## config.mk

```make
export PLATFORM = sky130hd
export DESIGN_NAME = mpo_rts_top
export DESIGN_NICKNAME = d
export VERILOG_FILES = /design/src/rtl/mpo_pkg.sv /design/src/rtl/mpo_rts_ctrl.sv /design/src/rtl/mpo_out_mux.sv /design/src/rtl/mpo_rts_top.sv
export SDC_FILE = /design/constraint.sdc
export NUM_CORES = 1
export LEC_CHECK = 0
export ABC_CLOCK_PERIOD_IN_PS = 2200
export BUFFER_PORTS_ARGS = -buffer_cell sky130_fd_sc_hd__buf_2
export CAP_MARGIN = 0
export CORE_MARGIN = 4
export CORE_UTILIZATION = 42
export CTS_BUF_LIST = sky130_fd_sc_hd__clkbuf_8
export CTS_CLUSTER_DIAMETER = 100
export DETAILED_ROUTE_END_ITERATION = 7
export GPL_ROUTABILITY_DRIVEN = 0
export GPL_TIMING_DRIVEN = 1
export PLACE_DENSITY = 0.9
export SYNTH_ARGS = -nofsm -noshare
export SYNTH_HDL_FRONTEND = slang
export SYNTH_SLANG_ARGS = --single-unit
```

## constraint.sdc

```tcl
create_clock -name clk -period 2.2 [get_ports clk]
set_clock_uncertainty 0.15 [all_clocks]
set_input_delay 0.11 -clock clk [delete_from_list [all_inputs] [get_ports clk]]
set_output_delay 0.11 -clock clk [all_outputs]
set_load 0.005 [all_outputs]
```

## src/rtl/mpo_pkg.sv

```systemverilog
package mpo_pkg;

    // Output source codes; the order is part of the register encoding
    typedef enum logic [2:0] {
        SEL_RTS      = 3'd0,
        SEL_CT       = 3'd1,
        SEL_TX1X     = 3'd2,
        SEL_TX16X    = 3'd3,
        SEL_RX1X     = 3'd4,
        SEL_RX16X    = 3'd5,
        SEL_TXRDY    = 3'd6,
        SEL_RXRDYFUL = 3'd7
    } mpo_sel_e;

    localparam int CMD_W = 4;
    localparam logic [CMD_W-1:0] CMD_RTS_ON  = 4'h8;
    localparam logic [CMD_W-1:0] CMD_RTS_OFF = 4'h9;

    typedef struct packed {
        logic rts_n;
        logic ct_out;
        logic tx_c1x;
        logic tx_c16x;
        logic rx_c1x;
        logic rx_c16x;
        logic tx_rdy;
        logic rx_rdy_full;
    } mpo_src_t;

    typedef struct packed {
        logic req;       // host wants RTS asserted
        logic tx_idle;   // drain flags as seen at the previous edge
        logic rts_n;     // registered pin value
    } rts_state_t;

    function automatic logic mpo_pick(mpo_sel_e sel, mpo_src_t s);
        case (sel)
            SEL_RTS:      return s.rts_n;
            SEL_CT:       return s.ct_out;
            SEL_TX1X:     return s.tx_c1x;
            SEL_TX16X:    return s.tx_c16x;
            SEL_RX1X:     return s.rx_c1x;
            SEL_RX16X:    return s.rx_c16x;
            SEL_TXRDY:    return s.tx_rdy;
            default:      return s.rx_rdy_full;
        endcase
    endfunction

endpackage

```

## src/rtl/mpo_rts_ctrl.sv

```systemverilog
module mpo_rts_ctrl
    import mpo_pkg::*;
(
    input  logic             clk,
    input  logic             rst,
    input  logic             cmd_valid,
    input  logic [CMD_W-1:0] cmd_code,
    input  logic             rx_auto,
    input  logic             tx_auto,
    input  logic             rx_fifo_full,
    input  logic             rx_shift_full,
    input  logic             tx_shift_empty,
    input  logic             tx_hold_empty,
    output logic             rts_n
);

    rts_state_t st_q, st_d;
    logic cmd_on, cmd_off, tx_idle, tx_fire, rx_block;

    assign cmd_on   = cmd_valid && (cmd_code == CMD_RTS_ON);
    assign cmd_off  = cmd_valid && (cmd_code == CMD_RTS_OFF);
    assign tx_idle  = tx_shift_empty && tx_hold_empty;
    assign tx_fire  = tx_auto && tx_idle && !st_q.tx_idle;
    assign rx_block = rx_auto && rx_fifo_full && rx_shift_full;

    always_comb begin
        st_d = st_q;
        if (tx_fire) st_d.req = 1'b0;
        if (cmd_off) st_d.req = 1'b0;
        if (cmd_on)  st_d.req = 1'b1;   // host command outranks drain event
        st_d.tx_idle = tx_idle;
        st_d.rts_n   = !(st_d.req && !rx_block);
    end

    always_ff @(posedge clk) begin
        if (rst) begin
            st_q <= '{req: 1'b0, tx_idle: 1'b1, rts_n: 1'b1};
        end else begin
            st_q <= st_d;
        end
    end

    assign rts_n = st_q.rts_n;

    assert_cmd_on_R3: assert property (@(posedge clk) disable iff (rst)
        (cmd_on && !rx_block) |=> !rts_n);

    assert_cmd_off_R4: assert property (@(posedge clk) disable iff (rst)
        cmd_off |=> rts_n);

    assert_rx_block_R6: assert property (@(posedge clk) disable iff (rst)
        (rx_auto && rx_fifo_full && rx_shift_full) |=> rts_n);

    assert_tx_drain_R8: assert property (@(posedge clk) disable iff (rst)
        (tx_fire && !cmd_on) |=> rts_n);

    assert_cmd_wins_R10: assert property (@(posedge clk) disable iff (rst)
        (tx_fire && cmd_on && !rx_block) |=> !rts_n);

endmodule

```

## src/rtl/mpo_out_mux.sv

```systemverilog
module mpo_out_mux
    import mpo_pkg::*;
(
    input  logic       clk,
    input  logic       rst,
    input  logic       cfg_we,
    input  logic [2:0] cfg_sel,
    input  mpo_src_t   src,
    output logic       mpo
);

    mpo_sel_e sel_q;

    always_ff @(posedge clk) begin
        if (rst)         sel_q <= SEL_RTS;
        else if (cfg_we) sel_q <= mpo_sel_e'(cfg_sel);
    end

    assign mpo = mpo_pick(sel_q, src);

    assert_sel_load_R2: assert property (@(posedge clk) disable iff (rst)
        cfg_we |=> (sel_q == mpo_sel_e'($past(cfg_sel))));

    assert_sel_hold_R2: assert property (@(posedge clk) disable iff (rst)
        !cfg_we |=> $stable(sel_q));

endmodule

```

## src/rtl/mpo_rts_top.sv

```systemverilog
module mpo_rts_top
    import mpo_pkg::*;
#(
    parameter int NUM_CH = 2
) (
    input  logic                  clk,
    input  logic                  rst,
    input  logic [NUM_CH-1:0]     cfg_we,
    input  logic [3*NUM_CH-1:0]   cfg_sel,
    input  logic [NUM_CH-1:0]     cmd_valid,
    input  logic [CMD_W*NUM_CH-1:0] cmd_code,
    input  logic [NUM_CH-1:0]     rx_auto,
    input  logic [NUM_CH-1:0]     tx_auto,
    input  logic [NUM_CH-1:0]     rx_fifo_full,
    input  logic [NUM_CH-1:0]     rx_shift_full,
    input  logic [NUM_CH-1:0]     tx_shift_empty,
    input  logic [NUM_CH-1:0]     tx_hold_empty,
    input  logic                  ct_out,
    input  logic [NUM_CH-1:0]     tx_c1x,
    input  logic [NUM_CH-1:0]     tx_c16x,
    input  logic [NUM_CH-1:0]     rx_c1x,
    input  logic [NUM_CH-1:0]     rx_c16x,
    input  logic [NUM_CH-1:0]     tx_rdy,
    input  logic [NUM_CH-1:0]     rx_rdy_full,
    output logic [NUM_CH-1:0]     rts_n,
    output logic [NUM_CH-1:0]     mpo
);

    localparam int SEL_W = 3;

    for (genvar c = 0; c < NUM_CH; c++) begin : g_ch
        mpo_src_t src;

        mpo_rts_ctrl u_rts (
            .clk            (clk),
            .rst            (rst),
            .cmd_valid      (cmd_valid[c]),
            .cmd_code       (cmd_code[CMD_W*c +: CMD_W]),
            .rx_auto        (rx_auto[c]),
            .tx_auto        (tx_auto[c]),
            .rx_fifo_full   (rx_fifo_full[c]),
            .rx_shift_full  (rx_shift_full[c]),
            .tx_shift_empty (tx_shift_empty[c]),
            .tx_hold_empty  (tx_hold_empty[c]),
            .rts_n          (rts_n[c])
        );

        assign src = '{rts_n:       rts_n[c],
                       ct_out:      ct_out,
                       tx_c1x:      tx_c1x[c],
                       tx_c16x:     tx_c16x[c],
                       rx_c1x:      rx_c1x[c],
                       rx_c16x:     rx_c16x[c],
                       tx_rdy:      tx_rdy[c],
                       rx_rdy_full: rx_rdy_full[c]};

        mpo_out_mux u_mux (
            .clk     (clk),
            .rst     (rst),
            .cfg_we  (cfg_we[c]),
            .cfg_sel (cfg_sel[SEL_W*c +: SEL_W]),
            .src     (src),
            .mpo     (mpo[c])
        );
    end

endmodule

```

==> metrics.txt <==
Buffers on Ports 48; PwrDens 584 nW/µm²; fillers 99; Die Span Y between 40 and 50 µm; Synth Instances 51; CP max stage cell mux4_1; startpoint types register; CTS clk-pin slew, worst paths 0.05 ns; vias in the first global route between 600 and 700; area leader, netlist dfxtp_1; CTS tree yes; initial core utilization 0.455; P_sw approximately 120 µW; Sink Count 12; Period minus WS final 1.84 ns; Core Area between 1000 and 1500 µm²; CTS resizes 0; top-area cell type share of the netlist area 0.396; Mapped Area between 600 and 700 µm²; fin worst setup slack 0.359 ns; Routed wire per std cell about 15 µm; cell family with the largest share of critical-path delay multiplexers; Root Buffer clkbuf_8; crit end category output port; layout cells sized above 1 0.523; Reg power frac 0.411; crit path cell chain mux4_1 -> mux2_2 -> buf_2; Max stage delay on crit path roughly 0.57 ns; Slew Viols, Final 0; DRC Markers 0; worst hold path type input port to register; Antenna Nets Post-Route 0; Synth Area in Adders 0; H-tree levels 1; mux cell area share after synthesis 0.309; RSZ-0062 raised after global routing false; grt total ovfl 0; WS Path Type register to output port; n_diodes 0; count of final setup violators 0; Avg Cell Area, Syn about 12 µm²; first drt pass iteration count 4; sequential share of the synthesized area 0.396; Via density 5.25; CP arrival about 1.6 ns; # IOs 49; largest net degree at the start of global routing 13; postcts setup bufs 0; Nets about 150; Worst Tran Pin Value 0.343 ns; combinational family with the most area after synthesis multiplexers; Simple-Gate Fraction of Synth Area 0.144; worst vdd ir a little over 300 µV; power share of the combinational group 0.176; r2r setup slk 1.25 ns; Int Pwr ~450 µW; Slew HR 0.768; row count 13; first-pass GRT wire length about 2700 µm; xor-xnor portion of the synthesized cell area 0; Fin. Hold Viols 0; CP required ~1.9 ns; clk_lat worst skew approximately 0.24 ns; Yosys reg bits 12; Routed WL 1790 µm; antenna violations before repair 0; GRT Util Overall 0.182; CP bufs+invs 1; CTS Buf Count 3; post-route setup TNS 0 ns; fmax 543 MHz; Clk network pwr share 0.413; synth top area cells dfxtp_1 40%, mux4_1 17%, mux2i_1 9.9%, a21o_1 4.9%, buf_4 4.9%; full die area roughly 2100 µm²; synth unique cells 14; syn_nets 96; crit-path max FO 3; Max-Cap Viols 0; pre-CTS WS between 0.6 and 0.7 ns; Tcrit/Tclk final 0.837; Switching Fraction 0.203; Iter 0 DRT Violations 6; hold buffers post-CTS 9; total power between 500 and 600 µW; compound-gate portion of the synthesized area 0.0948; outcome finished clean; Die Width 46.0 µm; vias roughly 640; leak pwr 0.465 nW; synth warn 0; Clock Tree Buf Depth 2; Area growth syn-to-layout 61.0%
-- power groups by stage --
stage | clock, mW | combinational [mW] | sequential [mW]
floorplan | 0 | 0.0438 | 0.237
global placement | 0 | 0.0824 | 0.238
detailed placement | 0 | 0.0866 | 0.239
CTS | 0.241 | 0.0998 | 0.234
global route | 0.251 | 0.110 | 0.235
finish | 0.236 | 0.100 | 0.234
-- stage by stage --
step	instance area (µm²)	util	cells	hold WS [ns]
after floorplan	607	-	51	0.0704
after global placement	832	0.624	109	0.168
after detailed placement	832	0.624	109	0.176
after CTS	977	0.733	122	0.0109
after global routing	977	0.733	122	0.0386
final	977	0.733	122	0.00969
-- cell usage in the layout (no fill, tap or decap) --
| cell | instances |
|---|---|
| dlygate4sd3_1 | 9 |
| mux4_1 | 4 |
| mux2_2 | 2 |
| nor4bb_1 | 2 |
| a31o_2 | 2 |
| a21oi_1 | 2 |
| nand3b_1 | 2 |
| dfxtp_1 | 12 |
| nand2b_1 | 2 |
| a21o_1 | 4 |
| clkbuf_8 | 4 |
| mux2i_1 | 6 |
| nand4b_1 | 2 |
| nor2_1 | 6 |
| buf_2 | 48 |
-- path summary, 6_finish.rpt --
| path | to | depth (start not counted) | from |
|---|---|---|---|
| worst max register to register | g_ch[0].u_rts.rts_n | 3 | g_ch[0].u_rts.st_q[1] |
| worst min-delay path | g_ch[1].u_rts.st_q[2] | 3 | cmd_code[4] |
| worst max-delay path | mpo[0] | 3 | g_ch[0].u_mux.sel_q[0] |
| worst min register to register | g_ch[1].u_rts.st_q[2] | 2 | g_ch[1].u_rts.st_q[2] |
-- final cells by class --
cell class                 instances  area (µm²)  share of cell area
tap                               15        18.8              0.0192
timing repair buffer              57         330               0.338
multi-input combinational         34         333               0.341
sequential                        12         240               0.246
clock buffer                       4        55.1              0.0563
-- synth_stat cells, drive strengths merged --
library cell,n
a21oi,2
nor4bb,2
nand4b,2
nor2,6
dfxtp,12
nand3b,2
a21o,4
nand2b,2
buf,4
mux2,2
mux2i,6
a31o,2
clkbuf,1
mux4,4
-- registers in the layout, summed over array words and instances (netlist names) --
name and cells:
g_ch.u_rts.st_q 4, g_ch.u_rts.rts_n 2, g_ch.u_mux.sel_q 6
-- kinds of logic (layout without fill, tap and decap cells) --
logic type | after synthesis | count (layout)
AO/OA/AOI/OAI | 8 | 8
buffers and inverters | 5 | 61
flip-flops | 12 | 12
multiplexers | 12 | 12
AND/OR/NAND/NOR | 14 | 14
-- worst min-delay path: cells and delay by family --
| kind | cells | cell delay [ns] |
|---|---|---|
| AO/OA/AOI/OAI | 1 | 0.06 |
| buffers and inverters | 1 | 0.07 |
| AND/OR/NAND/NOR | 1 | 0.10 |
-- per-layer routing --
| layer | up-vias | GRT usage | part of all wire | wire (µm) |
|---|---|---|---|---|
| li1 | 306 | - | - | - |
| met1 | 291 | 0.168 | 0.35 | 622 |
| met2 | 38 | 0.349 | 0.52 | 933 |
| met3 | 6 | 0.0474 | 0.10 | 187 |
| met4 | 0 | 0.0966 | 0.025 | 44 |
| met5 | - | 0 | 0 | 0 |
No activity file was read; power rests on OpenSTA's default activity.
